<file path="config.mk">
export PLATFORM = sky130hd
export DESIGN_NAME = rx_ctrl_regif
export DESIGN_NICKNAME = d
export VERILOG_FILES = /design/src/rtl/rx_ctrl_regif.sv
export SDC_FILE = /design/constraint.sdc
export NUM_CORES = 1
export LEC_CHECK = 0
export BUFFER_PORTS_ARGS = -buffer_cell sky130_fd_sc_hd__buf_2
export CORE_ASPECT_RATIO = 1.2
export CORE_UTILIZATION = 30
export CTS_CLUSTER_SIZE = 12
export DETAILED_ROUTE_END_ITERATION = 7
export MAX_ROUTING_LAYER = met4
export PLACE_DENSITY = 0.54
export SYNTH_ARGS = -nofsm -noshare
export SYNTH_HDL_FRONTEND = slang
export SYNTH_SLANG_ARGS = --single-unit
</file>
<file path="constraint.sdc">
create_clock -name clk -period 7.5 [get_ports clk]
set_input_delay 0.75 -clock clk [delete_from_list [all_inputs] [get_ports clk]]
set_output_delay 0.75 -clock clk [all_outputs]
set_load 0.02 [all_outputs]
</file>
<file path="src/rtl/rx_ctrl_regif.sv">
module rx_ctrl_regif #(
  parameter logic [6:0] DEV_ADDR   = 7'h34,
  parameter int         DATA_BYTES = 2,
  parameter int         FILT_LEN   = 4,
  parameter int         WD_CYCLES  = 4000,
  parameter logic [7:0] CFG0_DEF   = 8'h1C,
  parameter logic [7:0] CFG1_DEF   = 8'h62
) (
  input  logic                    clk,
  input  logic                    rst_n,
  input  logic                    supply_low,
  input  logic                    osc_act,
  input  logic                    scl_i,
  input  logic                    sda_i,
  output logic                    sda_oe,
  input  logic                    data_stb,
  input  logic [8*DATA_BYTES-1:0] data_word,
  output logic                    data_avail_n,
  output logic [7:0]              cfg0,
  output logic [7:0]              cfg1
);

  localparam int DW = 8*DATA_BYTES;
  localparam int PW = $clog2(DATA_BYTES+2);
  localparam int FW = $clog2(FILT_LEN+1);
  localparam int WW = $clog2(WD_CYCLES+1);

  typedef enum logic [2:0] {S_IDLE, S_ADDR, S_ACKA, S_WR, S_ACKW, S_RD, S_ACKR} st_t;

  logic [1:0]    bo_s;
  logic [2:0]    osc_s;
  logic [WW-1:0] wd_cnt;
  logic          wd_dead, irst_q, core_rst_n;

  always_ff @(posedge clk or negedge rst_n)
    if (!rst_n) begin
      bo_s   <= '0;
      osc_s  <= '0;
      wd_cnt <= '0;
      irst_q <= 1'b0;
    end else begin
      bo_s  <= {bo_s[0], supply_low};
      osc_s <= {osc_s[1:0], osc_act};
      if (osc_s[2] != osc_s[1]) wd_cnt <= '0;
      else if (!wd_dead)        wd_cnt <= wd_cnt + 1'b1;
      irst_q <= bo_s[1] | wd_dead;
    end

  assign wd_dead    = (wd_cnt == WW'(WD_CYCLES));
  assign core_rst_n = rst_n & ~irst_q;

  st_t           st;
  logic [1:0]    sy0, sy1, filt, fprev;
  logic [FW-1:0] fcnt [2];
  logic [3:0]    bitcnt;
  logic [7:0]    sr, tx, nxt_b;
  logic          rw, acked, rst_det, avail, reading, late_stb, osc_sel;
  logic [1:0]    wptr;
  logic [PW-1:0] rptr;
  logic [DW-1:0] hold, obuf;
  logic [6:0]    cfg1_hi;
  logic          scl_r, scl_f, start_c, stop_c, wr1;

  assign scl_r   =  filt[0] & ~fprev[0];
  assign scl_f   = ~filt[0] &  fprev[0];
  assign start_c =  filt[0] &  fprev[0] &  fprev[1] & ~filt[1];
  assign stop_c  =  filt[0] &  fprev[0] & ~fprev[1] &  filt[1];
  assign wr1     = (st == S_WR) && scl_f && bitcnt == 4'd8 && wptr == 2'd1 && !start_c && !stop_c;

  always_comb begin
    nxt_b = 8'h00;
    for (int k = 1; k <= DATA_BYTES; k++)
      if (int'(rptr) == k) nxt_b = obuf[(DATA_BYTES-k)*8 +: 8];
  end

  always_ff @(posedge clk or negedge core_rst_n)
    if (!core_rst_n) begin
      st       <= S_IDLE;
      sy0      <= 2'b11;
      sy1      <= 2'b11;
      filt     <= 2'b11;
      fprev    <= 2'b11;
      fcnt[0]  <= '0;
      fcnt[1]  <= '0;
      bitcnt   <= '0;
      sr       <= '0;
      tx       <= '0;
      rw       <= 1'b0;
      acked    <= 1'b0;
      wptr     <= '0;
      rptr     <= '0;
      sda_oe   <= 1'b0;
      rst_det  <= 1'b1;
      avail    <= 1'b0;
      reading  <= 1'b0;
      late_stb <= 1'b0;
      hold     <= '0;
      obuf     <= '0;
      cfg0     <= CFG0_DEF;
      cfg1_hi  <= CFG1_DEF[7:1];
    end else begin
      sy0   <= {sda_i, scl_i};
      sy1   <= sy0;
      fprev <= filt;
      for (int i = 0; i < 2; i++)
        if (sy1[i] == filt[i]) fcnt[i] <= '0;
        else if (fcnt[i] == FW'(FILT_LEN-1)) begin
          filt[i] <= sy1[i];
          fcnt[i] <= '0;
        end else fcnt[i] <= fcnt[i] + 1'b1;

      if (data_stb) begin
        hold  <= data_word;
        avail <= 1'b1;
        if (reading) late_stb <= 1'b1;
      end

      if (start_c) begin
        st      <= S_ADDR;
        bitcnt  <= '0;
        sda_oe  <= 1'b0;
        reading <= 1'b0;
      end else if (stop_c) begin
        st      <= S_IDLE;
        sda_oe  <= 1'b0;
        reading <= 1'b0;
      end else begin
        case (st)
          S_ADDR:
            if (scl_r) begin
              sr     <= {sr[6:0], filt[1]};
              bitcnt <= bitcnt + 1'b1;
            end else if (scl_f && bitcnt == 4'd8) begin
              if (sr[7:1] == DEV_ADDR) begin
                sda_oe <= 1'b1;
                rw     <= sr[0];
                st     <= S_ACKA;
                if (sr[0]) begin
                  obuf     <= data_stb ? data_word : hold;
                  reading  <= 1'b1;
                  late_stb <= 1'b0;
                end
              end else st <= S_IDLE;
            end
          S_ACKA:
            if (scl_f) begin
              bitcnt <= '0;
              wptr   <= '0;
              rptr   <= '0;
              if (rw) begin
                tx     <= {rst_det, avail, 6'b0};
                sda_oe <= ~rst_det;
                st     <= S_RD;
              end else begin
                sda_oe <= 1'b0;
                st     <= S_WR;
              end
            end
          S_WR:
            if (scl_r) begin
              sr     <= {sr[6:0], filt[1]};
              bitcnt <= bitcnt + 1'b1;
            end else if (scl_f && bitcnt == 4'd8) begin
              if (wptr < 2'd2) begin
                if (wptr == 2'd0) cfg0 <= sr;
                else              cfg1_hi <= sr[7:1];
                wptr   <= wptr + 1'b1;
                sda_oe <= 1'b1;
                st     <= S_ACKW;
              end else st <= S_IDLE;
            end
          S_ACKW:
            if (scl_f) begin
              sda_oe <= 1'b0;
              bitcnt <= '0;
              st     <= S_WR;
            end
          S_RD:
            if (scl_r) bitcnt <= bitcnt + 1'b1;
            else if (scl_f) begin
              if (bitcnt == 4'd8) begin
                sda_oe <= 1'b0;
                st     <= S_ACKR;
              end else sda_oe <= ~tx[~bitcnt[2:0]];
            end
          S_ACKR:
            if (scl_r) begin
              acked <= ~filt[1];
              if (rptr == '0) rst_det <= 1'b0;
              if (int'(rptr) == DATA_BYTES && !late_stb && !data_stb) avail <= 1'b0;
              if (int'(rptr) <= DATA_BYTES) rptr <= rptr + 1'b1;
            end else if (scl_f) begin
              if (acked) begin
                tx     <= nxt_b;
                sda_oe <= ~nxt_b[7];
                bitcnt <= '0;
                st     <= S_RD;
              end else st <= S_IDLE;
            end
          default: st <= S_IDLE;
        endcase
      end
    end

  always_ff @(posedge clk or negedge rst_n)
    if (!rst_n)   osc_sel <= 1'b0;
    else if (wr1) osc_sel <= sr[0];

  assign cfg1         = {cfg1_hi, osc_sel};
  assign data_avail_n = ~avail;

  assert_idle_release_R1: assert property (@(posedge clk) disable iff (!core_rst_n)
    (st == S_IDLE) |-> !sda_oe);
  assert_flag_clear_R4: assert property (@(posedge clk) disable iff (!core_rst_n)
    $fell(rst_det) |-> $past(st == S_ACKR && scl_r && rptr == '0));
  assert_osc_keep_R5: assert property (@(posedge clk) disable iff (!rst_n)
    irst_q |=> $stable(cfg1[0]));
  assert_dead_quiet_R6: assert property (@(posedge clk) disable iff (!rst_n)
    wd_dead |=> (data_avail_n && !sda_oe));
  assert_stb_avail_R7: assert property (@(posedge clk) disable iff (!core_rst_n)
    data_stb |=> !data_avail_n);
  assert_avail_hold_R8: assert property (@(posedge clk) disable iff (!core_rst_n)
    (!data_avail_n && !(st == S_ACKR && scl_r)) |=> !data_avail_n);
  assert_stop_idle_R9: assert property (@(posedge clk) disable iff (!core_rst_n)
    stop_c |=> (st == S_IDLE));

endmodule

</file>
Yosys cells after proc, flatten, opt, wreduce, memory -nomap -nowiden

Cells that the tools add are included.
Widths: inputs -> output; s select.

Input bits: 23
Flip-flop bits (word level): 114
Word-level logic and storage cells: 244

Mux-type cells: 91
$lt $le $gt $ge: 3
Reduce and logical (&&, ||, !) cells: 41
Bitwise operators: 25
Equal/unequal tests: 49
Add/sub/neg operators: 6

Operators with widths:

| operator              | number |
|---|---|
| $mux 3                | 20 |
| $mux 8                | 7 |
| $ne 4x4->1 const B    | 12 |
| $mux 1                | 40 |
| $reduce_and 7->1      | 5 |
| $mux 4                | 7 |
| $mux 12               | 2 |
| $ne 2x2->1 const B    | 9 |
| $pmux 3 s6            | 1 |
| $mux 16               | 1 |
| $pmux 8 s2            | 1 |
| $not 1->1             | 15 |
| $mux 2                | 7 |
| $reduce_and 14->1     | 1 |
| $add 12x1->12 const B | 1 |
| $eq 12x12->1 const B  | 1 |
| $eq 3x2->1 const B    | 4 |
| $pmux 4 s3            | 1 |
| $reduce_and 6->1      | 2 |
| $reduce_bool 3->1     | 4 |
| $reduce_and 11->1     | 1 |
| $reduce_and 5->1      | 2 |
| $eq 3x3->1 const B    | 3 |
| $ne 3x1->1 const B    | 3 |
| 33 further kinds      | 65 |

Longest topological paths before layout

Gate-level depths: netlist of run 1.

Depth after elaboration: 10
Depth in mapped cells: 8

Least setup slack after synthesis of run 1

OpenSTA, ideal clock, no wires.

Path type: in2reg
Start: in data_stb
End: reg obuf[12]
Slack: 5,347 ps
Cell stages on the path: 4
Data arrival time: 2,028 ps
Required time: 7,375 ps
Path buffers: 2
Path through: clkbuf_1 clkbuf_1 mux2_2 mux2_4

Longest elaborated chain between the ends: 1

RTL lines:

| element                | line | source |
|---|---|---|
| start: declaration     | 16   | `input logic data_stb,` |
| $mux 16                | n/a  |  |
| end signal: assignment | 139  | `obuf <= data_stb ? data_word : hold;` |
| end: declaration       | 60   | `logic [DW-1:0] hold, obuf;` |

No other way between the ends.
A chain may end at the register's enable or synchronous reset.

Final worst setup path of run 1

Start: reg st[0]
End: reg cfg0[6]

Longest elaborated chain between the ends: 2

RTL lines:

| element                    | line | source |
|---|---|---|
| start: declaration         | 52   | `st_t st;` |
| start signal: assignment   | 78   | `st <= S_IDLE;` |
| start signal: assignment   | 119  | `st <= S_ADDR;` |
| start signal: assignment   | 124  | `st <= S_IDLE;` |
| $eq 3x2->1                 | 128  | `case (st)` |
| $reduce_and 7->1 (no line) | n/a  |  |
| end signal: assignment     | 165  | `if (wptr == 2'd0) cfg0 <= sr;` |
| end: declaration           | 19   | `output logic [7:0] cfg0,` |

No other way between the ends.

==> results of run 1 <==
-- synthesized netlist by cell type, drive strengths merged, types with 5 or more instances --
library cell,instances
clkbuf,13
dfrtp,99
xnor2,5
nand3,12
nor2b,7
nor3,10
mux2i,6
dfstp,15
or3,5
inv,15
a21oi,13
nand3b,6
and3,6
xor2,8
ha,12
nand2b,8
o31ai,7
buf,10
o21ai,21
nand2,40
nor2,24
mux2,59
-- layout make-up --
class | count | area (um^2) | area share
clock buffer | 23 | 478 | 0.0768
clock inverter | 9 | 129 | 0.0207
inverter | 16 | 60.1 | 0.00965
multi-input combinational | 291 | 2200 | 0.354
sequential | 114 | 2870 | 0.462
tap | 216 | 270 | 0.0434
timing repair buffer | 41 | 208 | 0.0334
-- cell families (layout without fill, tap and decap cells) --
kind of cell,Yosys count,in the layout,share of synthesized area
simple gates,133,133,0.133
flops,114,114,0.548
xor+xnor,13,13,0.0217
mux,67,67,0.153
compound gates,66,66,0.0831
fa+ha+maj,12,12,0.0286
buf+inv,39,89,0.0329
-- worst max-delay path by stage --
stage,end,startpoint,slack (ps),cells after the start
finish,cfg0[6]$_DFFE_PN0P_,st[0]$_DFFE_PN0P_,4900,5
global route,cfg0[5]$_DFFE_PN0P_,st[0]$_DFFE_PN0P_,4690,5
CTS,cfg0[6]$_DFFE_PN0P_,st[0]$_DFFE_PN0P_,4940,5
detailed placement,hold[5]$_DFF_PN0_,rst_n,4690,3
global placement,obuf[4]$_DFFE_PN0P_,rst_n,4830,3
floorplan,acked$_DFFE_PN0P_,rst_n,980,1
-- power groups by stage --
stage	logic (W)	registers (W)	clock network, W
after global placement	0.000174	0.000729	0
final	0.000176	0.000722	0.000816
after CTS	0.000179	0.000722	0.000834
after detailed placement	0.000177	0.000732	0
after global routing	0.000201	0.000730	0.000861
after floorplan	0.000158	0.000700	0
-- cell usage in the layout (no fill, tap or decap), types with 4 or more instances in the layout --
cell       netlist  layout
dfrtp_1         99      99
mux2_2          51      51
buf_2            7      40
nand2_1         39      39
nor2_1          23      23
o21ai_0         19      19
clkbuf_16        0      17
inv_1           15      15
dfstp_2         15      15
a21oi_1         13      13
nand3_1         12      12
ha_1            12      12
nor3_1           9       9
nand2b_1         8       8
xor2_1           8       8
mux2_4           8       8
o31ai_1          7       7
nor2b_1          7       6
nand3b_1         6       6
mux2i_1          6       6
xnor2_1          5       5
and3_1           5       5
or3_1            5       5
nand4_1          4       4
-- flip-flops by register name, summed over array words and instances, names as in the netlist, 4 cells and up --
register / count
fcnt: 6
tx: 8
wd_cnt: 12
obuf: 16
bitcnt: 4
cfg0: 8
hold: 16
cfg1_hi: 7
sr: 8
-- per-layer routing --
metal	wire, um	vias up	share of wire	global-route usage
li1	-	1634	-	-
met1	4650	1710	0.45	0.161
met2	5170	53	0.50	0.204
met3	345	21	0.033	0.0357
met4	204	0	0.020	0.0561
met5	0	-	0	-
-- through the flow --
stage | area [um^2] | utilization
global route | 6220 | 0.366
CTS | 6220 | 0.366
global placement | 5610 | 0.331
finish | 6220 | 0.366
floorplan | 5240 | -
detailed placement | 5610 | 0.331
==> results_dict.tcl, run 1 <==
set metrics [dict create \
    wl_um 10400 \
    skew_ps 8.52 \
    drt_iter0_markers 181 \
    rr_endpoint "cfg0[6]$_DFFE_PN0P_" \
    grt_start_max_net_pins 75 \
    required_ps 7800 \
    start_kind "flop" \
    dr.pass1.iters 4 \
    critPathMaxStageDelay_ps 660 \
    switchingPower_w 0.000421 \
    grt-ovfl-total 0 \
    avgSynthCellArea_um2 11.8 \
    clk_path_buf_depth 2 \
    gp_congestion 0.788 \
    cp_max_fo 18 \
    sw_frac_of_total 0.246 \
    worstSetupEndpointType "flop" \
    clkSinkCount 114 \
    die_y_um 147 \
    layoutNonFillerInstCount 710 \
    setup_viol 0 \
    n_fill_cell 1642 \
    peakVddDrop_uv 138 \
    ant_nets 0 \
    antenna_found_initial 0 \
    outcome "complete, no violations" \
    pwr-share-comb 0.103 \
    r2r-start "st[0]$_DFFE_PN0P_" \
    hold_ws_ps 274 \
    cts_made_buffers 17 \
    area_delta_synth_final_pct 18.7 \
    max_freq_mhz 385 \
    worst_skew_pair.late_latency_ps 410 \
    ys_top_cells_by_area "dfrtp_1 (47%), mux2_2 (11%), dfstp_2 (7.5%)" \
    via_per_inst 4.81 \
    io_pins 41 \
    dp_cells 678 \
    cts.hold.buffers_added 0 \
    grt_pass1_vias 3605 \
    dp_hpwl_um 7240 \
    reg2reg_depth 5 \
    synth_nets 479 \
    ys_ff_latch 114 \
    rows 52 \
    worst_pin_slew_ps 923 \
    synth-edff-count 0 \
    path_cells "clkinv_1 > nor2_1 > and3_1 > and4_1 > mux2_2" \
    root_buffer "clkbuf_16" \
    cts_tree "yes" \
    yosysTopAreaCell "dfrtp_1" \
    syn_area_um2 5240 \
    core_area_um2 17000 \
    drc_errors 0 \
    dieArea_um2 18000 \
    die_w_um 123 \
    synth_top_area_frac 0.473 \
    track_usage 0.132 \
    power_w 0.00171 \
    grt_pass1_wl_um 18000 \
    power.share.clock 0.476 \
    vias 3418 \
    p_int_w 0.00129 \
    antenna_cells 0 \
    fin_nets 516 \
    cp_top_family "simple AND/OR/NAND/NOR gates" \
    rsz0062_at_grt "no" \
    post-cts-setup-buffers 0 \
    hold_viol_final 0 \
    portBuffers 40 \
    ys_warn_count 0 \
    path_buf_inv 1 \
    place_ws_ps 4690 \
    synth_top_flop_cell "dfrtp_1" \
    fin_crit_sh 0.346 \
    slowest_stage "dfrtp_1" \
    maxSlewViolCount 0 \
    worst_slack_ps 4900 \
    cp_data_arrival_time_ps 2890 \
    crit_type "reg -> reg" \
    avgRoutedWirePerCell_um 14.6 \
    initial_utilization 0.309 \
    finalSetupTns_ps 0 \
    cts_resized 0 \
    min_path_type "in -> async" \
    htree_levels 4 \
    clk_pin_slew_worst_paths_ps 50 \
    drv_cap 0 \
    post_route_cells_drive_above_1_share 0.318 \
    p_seq_frac 0.421 \
    reg2reg_setup_slack_ps 4900 \
    power_density_nw_per_um2 275 \
    period_needed_ps 2600 \
    maxSlewHeadroom 0.383 \
    synthArstFlopShare 1.00 \
    ys_seq_area_frac 0.548 \
    postSynthCellCount 444 \
    synth.distinct_cells 61 \
    p_leak_nw 2.82 \
]
Power figures use the tool's default switching activity.
==> run 2, diff against run 1 <==
clock period = 2.4 ns   (was 7.5 ns; I/O delays follow)
==> run 2 against run 1 <==
Via count up 2.3%. Sequential power rose to 3.1 times the previous value. Clock power rose to 3.1 times the previous value. Design area up 2.6%. First-iteration DRC count down 19%. Total power rose to 3.1 times the previous value. Critical endpoint is now cfg0[5]$_DFFE_PN0P_.
==> results_dict.tcl, run 2 (synthesis results as in run 1) <==
set metrics [dict create \
    dr.pass1.iters 4 \
    dieArea_um2 18000 \
    vias 3495 \
    power_w 0.00537 \
    critPathMaxStageDelay_ps 440 \
    wl_um 10700 \
    start_kind "flop" \
    rr_endpoint "cfg0[5]$_DFFE_PN0P_" \
    grt_busiest_layer "met2" \
    rows 52 \
    cts_tree "yes" \
    fin_area_um2 6380 \
    hold_viol_final 0 \
    gp_congestion 0.854 \
    skew_ps 11.9 \
    post_route_cells_drive_above_1_share 0.333 \
    final_cell_mix "dfrtp_1 (99), mux2_2 (51), buf_2 (40), nand2_1 (39), nor2_1 (23)" \
    clkSinkCount 114 \
    drc_errors 0 \
    htree_levels 4 \
    initial_utilization 0.309 \
    worst_pin_slew_ps 858 \
    maxSlewViolCount 0 \
    die_w_um 123 \
    path_buf_inv 1 \
    required_ps 2690 \
    reg2reg_depth 7 \
    min_path_type "in -> reg" \
    critical_path_depth 7 \
    top_regs "hold x16, obuf x16, wd_cnt x12" \
    area_delta_synth_final_pct 21.8 \
    portBuffers 40 \
    p_leak_nw 2.92 \
    grt_pass1_wl_um 18500 \
    antenna_cells 0 \
    core_area_um2 17000 \
    cts_made_buffers 17 \
    io_pins 41 \
    dp_hpwl_um 7560 \
    fin_crit_sh 0.916 \
    grt-ovfl-total 0 \
    post-cts-setup-buffers 0 \
    min_path_cells 2 \
    r2r-start "bitcnt[1]$_DFFE_PN0P_" \
    peakVddDrop_uv 562 \
    hold_ws_ps 73.8 \
    power_density_nw_per_um2 842 \
    ant_nets 0 \
    worst_skew_pair.late_latency_ps 410 \
    finalSetupTns_ps 0 \
    root_buffer "clkbuf_16" \
    fin_nets 536 \
    die_y_um 147 \
    crit_type "reg -> reg" \
    rsz0062_at_grt "no" \
    outcome "complete, no violations" \
    clk_pin_slew_worst_paths_ps 50 \
    via_per_inst 4.79 \
    drt_iter0_markers 147 \
    hp-start "data_word[3]" \
    track_usage 0.138 \
    holdPathEnd "hold[3]$_DFF_PN0_" \
    dp_cells 693 \
    maxSlewHeadroom 0.426 \
    period_needed_ps 2200 \
    grt_use_met2 0.214 \
    layoutNonFillerInstCount 729 \
    mostFrequentLayoutCell "dfrtp_1" \
    max_freq_mhz 455 \
    worstSetupEndpointType "flop" \
    drv_cap 0 \
    setup_viol 0 \
    path_cells "inv_1 > ha_1 > nand3b_1 > nor3_1 > and3_1 > and4_1 > mux2_2" \
    cp_top_family "simple AND/OR/NAND/NOR gates" \
    use_met1 0.165 \
    reg2reg_setup_slack_ps 200 \
    cp_max_fo 8 \
    clk_path_buf_depth 2 \
    grtUsageMet3 0.0423 \
    grt_pass1_vias 3665 \
    antenna_found_initial 0 \
    dpl-instance-area_um2 5740 \
    slowest_stage "dfrtp_1" \
    grt_start_max_net_pins 39 \
    avgRoutedWirePerCell_um 14.6 \
    cp_data_arrival_time_ps 2490 \
]
## run 2: where the power goes
part	internal [W]	leakage, nW	switching, W
registers	0.00209	1.47	0.000139
logic	0.000277	1.16	0.000349
clock network	0.00168	0.294	0.000840
total	0.00405	2.92	0.00133
## run 2: through the flow
stage,setup slack [ps],utilization
finish,203,0.376
floorplan,226,-
detailed placement,225,0.338
global route,26.1,0.376
CTS,218,0.376
global placement,269,0.338
## run 2: how the worst max path moves through the flow
stage | startpoint | endpoint | slack (ps)
after floorplan | irst_q$_DFF_PN0_ | acked$_DFFE_PN0P_ | 230
after global placement | bitcnt[1]$_DFFE_PN0P_ | cfg0[7]$_DFFE_PN0P_ | 270
after detailed placement | bitcnt[1]$_DFFE_PN0P_ | cfg0[5]$_DFFE_PN0P_ | 230
after CTS | bitcnt[1]$_DFFE_PN0P_ | cfg0[5]$_DFFE_PN0P_ | 220
after global routing | bitcnt[1]$_DFFE_PN0P_ | cfg0[6]$_DFFE_PN0P_ | 30
final | bitcnt[1]$_DFFE_PN0P_ | cfg0[5]$_DFFE_PN0P_ | 200
## run 2: final cells by class
type	count	area, um^2
Fill cell	1655	10600
Sequential cell	114	2870
Multi-Input combinational cell	291	2200
Clock buffer	22	464
Timing Repair Buffer	61	383
Tap cell	216	270
Clock inverter	9	131
Inverter	16	60.1
## run 2: per-layer routing
metal / part of all wire / wire (um)
met1: 0.46 / 4960
met5: 0 / 0
met3: 0.027 / 288
met4: 0.016 / 169
met2: 0.49 / 5260
## run 2: repair_timing
action / CTS / global route
hold endpoints to repair: 23 / 0
hold buffers: 5 / 0
gates resized for setup: 0 / 0
## run 2: worst reg2reg max path: cells and delay by family, from the launching register on
kind,cells,cell delay [ps]
buf+inv,1,80
simple gates,4,1020
fa+ha+maj,1,150
flops,1,440
mux,1,390
==> run 3, diff against run 2 <==
--- a/config.mk
+++ b/config.mk
@@ -9,2 +9,3 @@
 export CORE_ASPECT_RATIO = 1.2
+export CORE_MARGIN = 5
 export CORE_UTILIZATION = 30
@@ -14,2 +15,3 @@
 export PLACE_DENSITY = 0.54
+export REMOVE_ABC_BUFFERS = 1
 export SYNTH_ARGS = -nofsm -noshare
==> constraint.sdc (replaced) <==
create_clock -name clk -period 2.4 [get_ports clk]
set_input_delay 0.36 -clock clk [delete_from_list [all_inputs] [get_ports clk]]
set_output_delay 0.36 -clock clk [all_outputs]
set_load 0.02 [all_outputs]
==> run 3 against run 2 <==
Non-clock buffer count down 3. Clock skew down 2.8 ps. Routed wire length fell by 1.4%. Sequential power about the same. Core utilization shrank 0.67 points. Clock power up 3%.
==> results_dict.tcl, run 3 (synthesis results as in run 1) <==
set metrics [dict create \
    antenna_cells 0 \
    grt_pass1_wl_um 18200 \
    place_ws_ps 214 \
    post_route_cells_drive_above_1_share 0.344 \
    core_area_um2 17400 \
    worst_skew_pair.late_latency_ps 410 \
    outcome "complete, no violations" \
    io_pins 41 \
    fin_crit_sh 0.918 \
    root_buffer "clkbuf_16" \
    gp_congestion 0.860 \
    power_density_nw_per_um2 845 \
    drv_cap 0 \
    power_w 0.00542 \
    drt_iter0_markers 113 \
    p_leak_nw 2.92 \
    cts_resized 0 \
    rsz0062_at_grt "no" \
    fin_area_um2 6420 \
    crit_type "reg -> reg" \
    n_fill_cell 1719 \
    cp_data_arrival_time_ps 2490 \
    area_delta_synth_final_pct 22.4 \
    cts_made_buffers 17 \
    maxSlewViolCount 0 \
    antenna_found_initial 0 \
    start_kind "flop" \
    grt-ovfl-total 0 \
    track_usage 0.117 \
    wl_um 10500 \
    grt_start_max_net_pins 23 \
    htree_levels 4 \
    avgRoutedWirePerCell_um 14.4 \
    maxSlewHeadroom 0.430 \
    multi_input_area_um2 2200 \
    clkSinkCount 114 \
    grt_pass1_vias 3704 \
    skew_ps 9.14 \
    ant_nets 0 \
    worst_slack_ps 197 \
    clk_pin_slew_worst_paths_ps 60 \
    period_needed_ps 2200 \
    cp_max_fo 8 \
    min_path_type "in -> reg" \
    mostFrequentLayoutCell "dfrtp_1" \
    fin_nets 533 \
    max_freq_mhz 454 \
    seqCellArea_um2 2870 \
    peakVddDrop_uv 356 \
    layoutNonFillerInstCount 731 \
    worst_pin_slew_ps 852 \
    via_per_inst 4.73 \
    drc_errors 0 \
    required_ps 2680 \
    die_y_um 155 \
    worstSetupEndpointType "flop" \
    dpl-instance-area_um2 5790 \
    die_w_um 131 \
    cts_tree "yes" \
    clk_path_buf_depth 2 \
    dieArea_um2 20200 \
    finalCoreUtilization 0.369 \
    dr.pass1.iters 5 \
    vias 3457 \
    final_cell_mix "dfrtp_1 (99), mux2_2 (51), buf_2 (40), nand2_1 (39), nor2_1 (23)" \
    dp_cells 698 \
    rows 53 \
    portBuffers 40 \
    dp_hpwl_um 7460 \
    setup_viol 0 \
    initial_utilization 0.302 \
    hold_viol_final 0 \
    top_regs "hold x16, obuf x16, wd_cnt x12" \
]
## run 3: worst max-delay path, stage by stage (launching register included)
cell and delay (ps):
dfrtp_1 440, inv_1 80, ha_1 160, nand3b_1 160
nor3_1 280, and3_1 240, and4_1 200, buf_4 180
mux2_2 340
## run 3: what timing repair did
action	CTS	global route
setup buffers	0	0
endpoints found under the hold margin	19	0
hold buffers	1	0
## run 3: final timing paths
kind                                  startpoint             endpoint  depth (start not counted)  slack (ps)
setup / recovery           bitcnt[1]$_DFFE_PN0P_  cfg0[0]$_DFFE_PN0P_                          8         200
hold / removal                        supply_low    bo_s[0]$_DFF_PN0_                          1          60
setup reg to reg           bitcnt[1]$_DFFE_PN0P_  cfg0[0]$_DFFE_PN0P_                          8         200
hold reg to reg                bo_s[0]$_DFF_PN0_    bo_s[1]$_DFF_PN0_                          0         350
max in group asynchronous                  rst_n   fprev[0]$_DFF_PN1_                          4        1180
min in group asynchronous       irst_q$_DFF_PN0_    sr[2]$_DFFE_PN0P_                          1         420
## run 3: stage by stage
step | TNS, ps | hold slack, ps
finish | 0 | 55.6
global route | 0 | 30.3
CTS | 0 | 34.5
detailed placement | 0 | 339
global placement | 0 | 334
floorplan | -335110 | 64.4
## run 3: cell type report
class | count | share of cell area
Timing Repair Buffer | 58 | 0.0605
Inverter | 16 | 0.00936
Tap cell | 220 | 0.0429
Sequential cell | 114 | 0.448
Clock inverter | 14 | 0.0277
Multi-Input combinational cell | 291 | 0.344
Clock buffer | 18 | 0.0684
## run 3: per-layer routing
metal  vias up  global-route usage  wire length (um)
met3         9              0.0311               238
met1      1726               0.139              4700
met5         -                   -                 0
met2        45               0.186              5460
met4         0              0.0490               131
li1       1677                   -                 -
## run 3: power by group
group	internal [W]	leakage (nW)	switching [W]	total (W)
logic	0.000273	1.16	0.000331	0.000604
registers	0.00209	1.47	0.000138	0.00223
clock network	0.00167	0.290	0.000918	0.00259
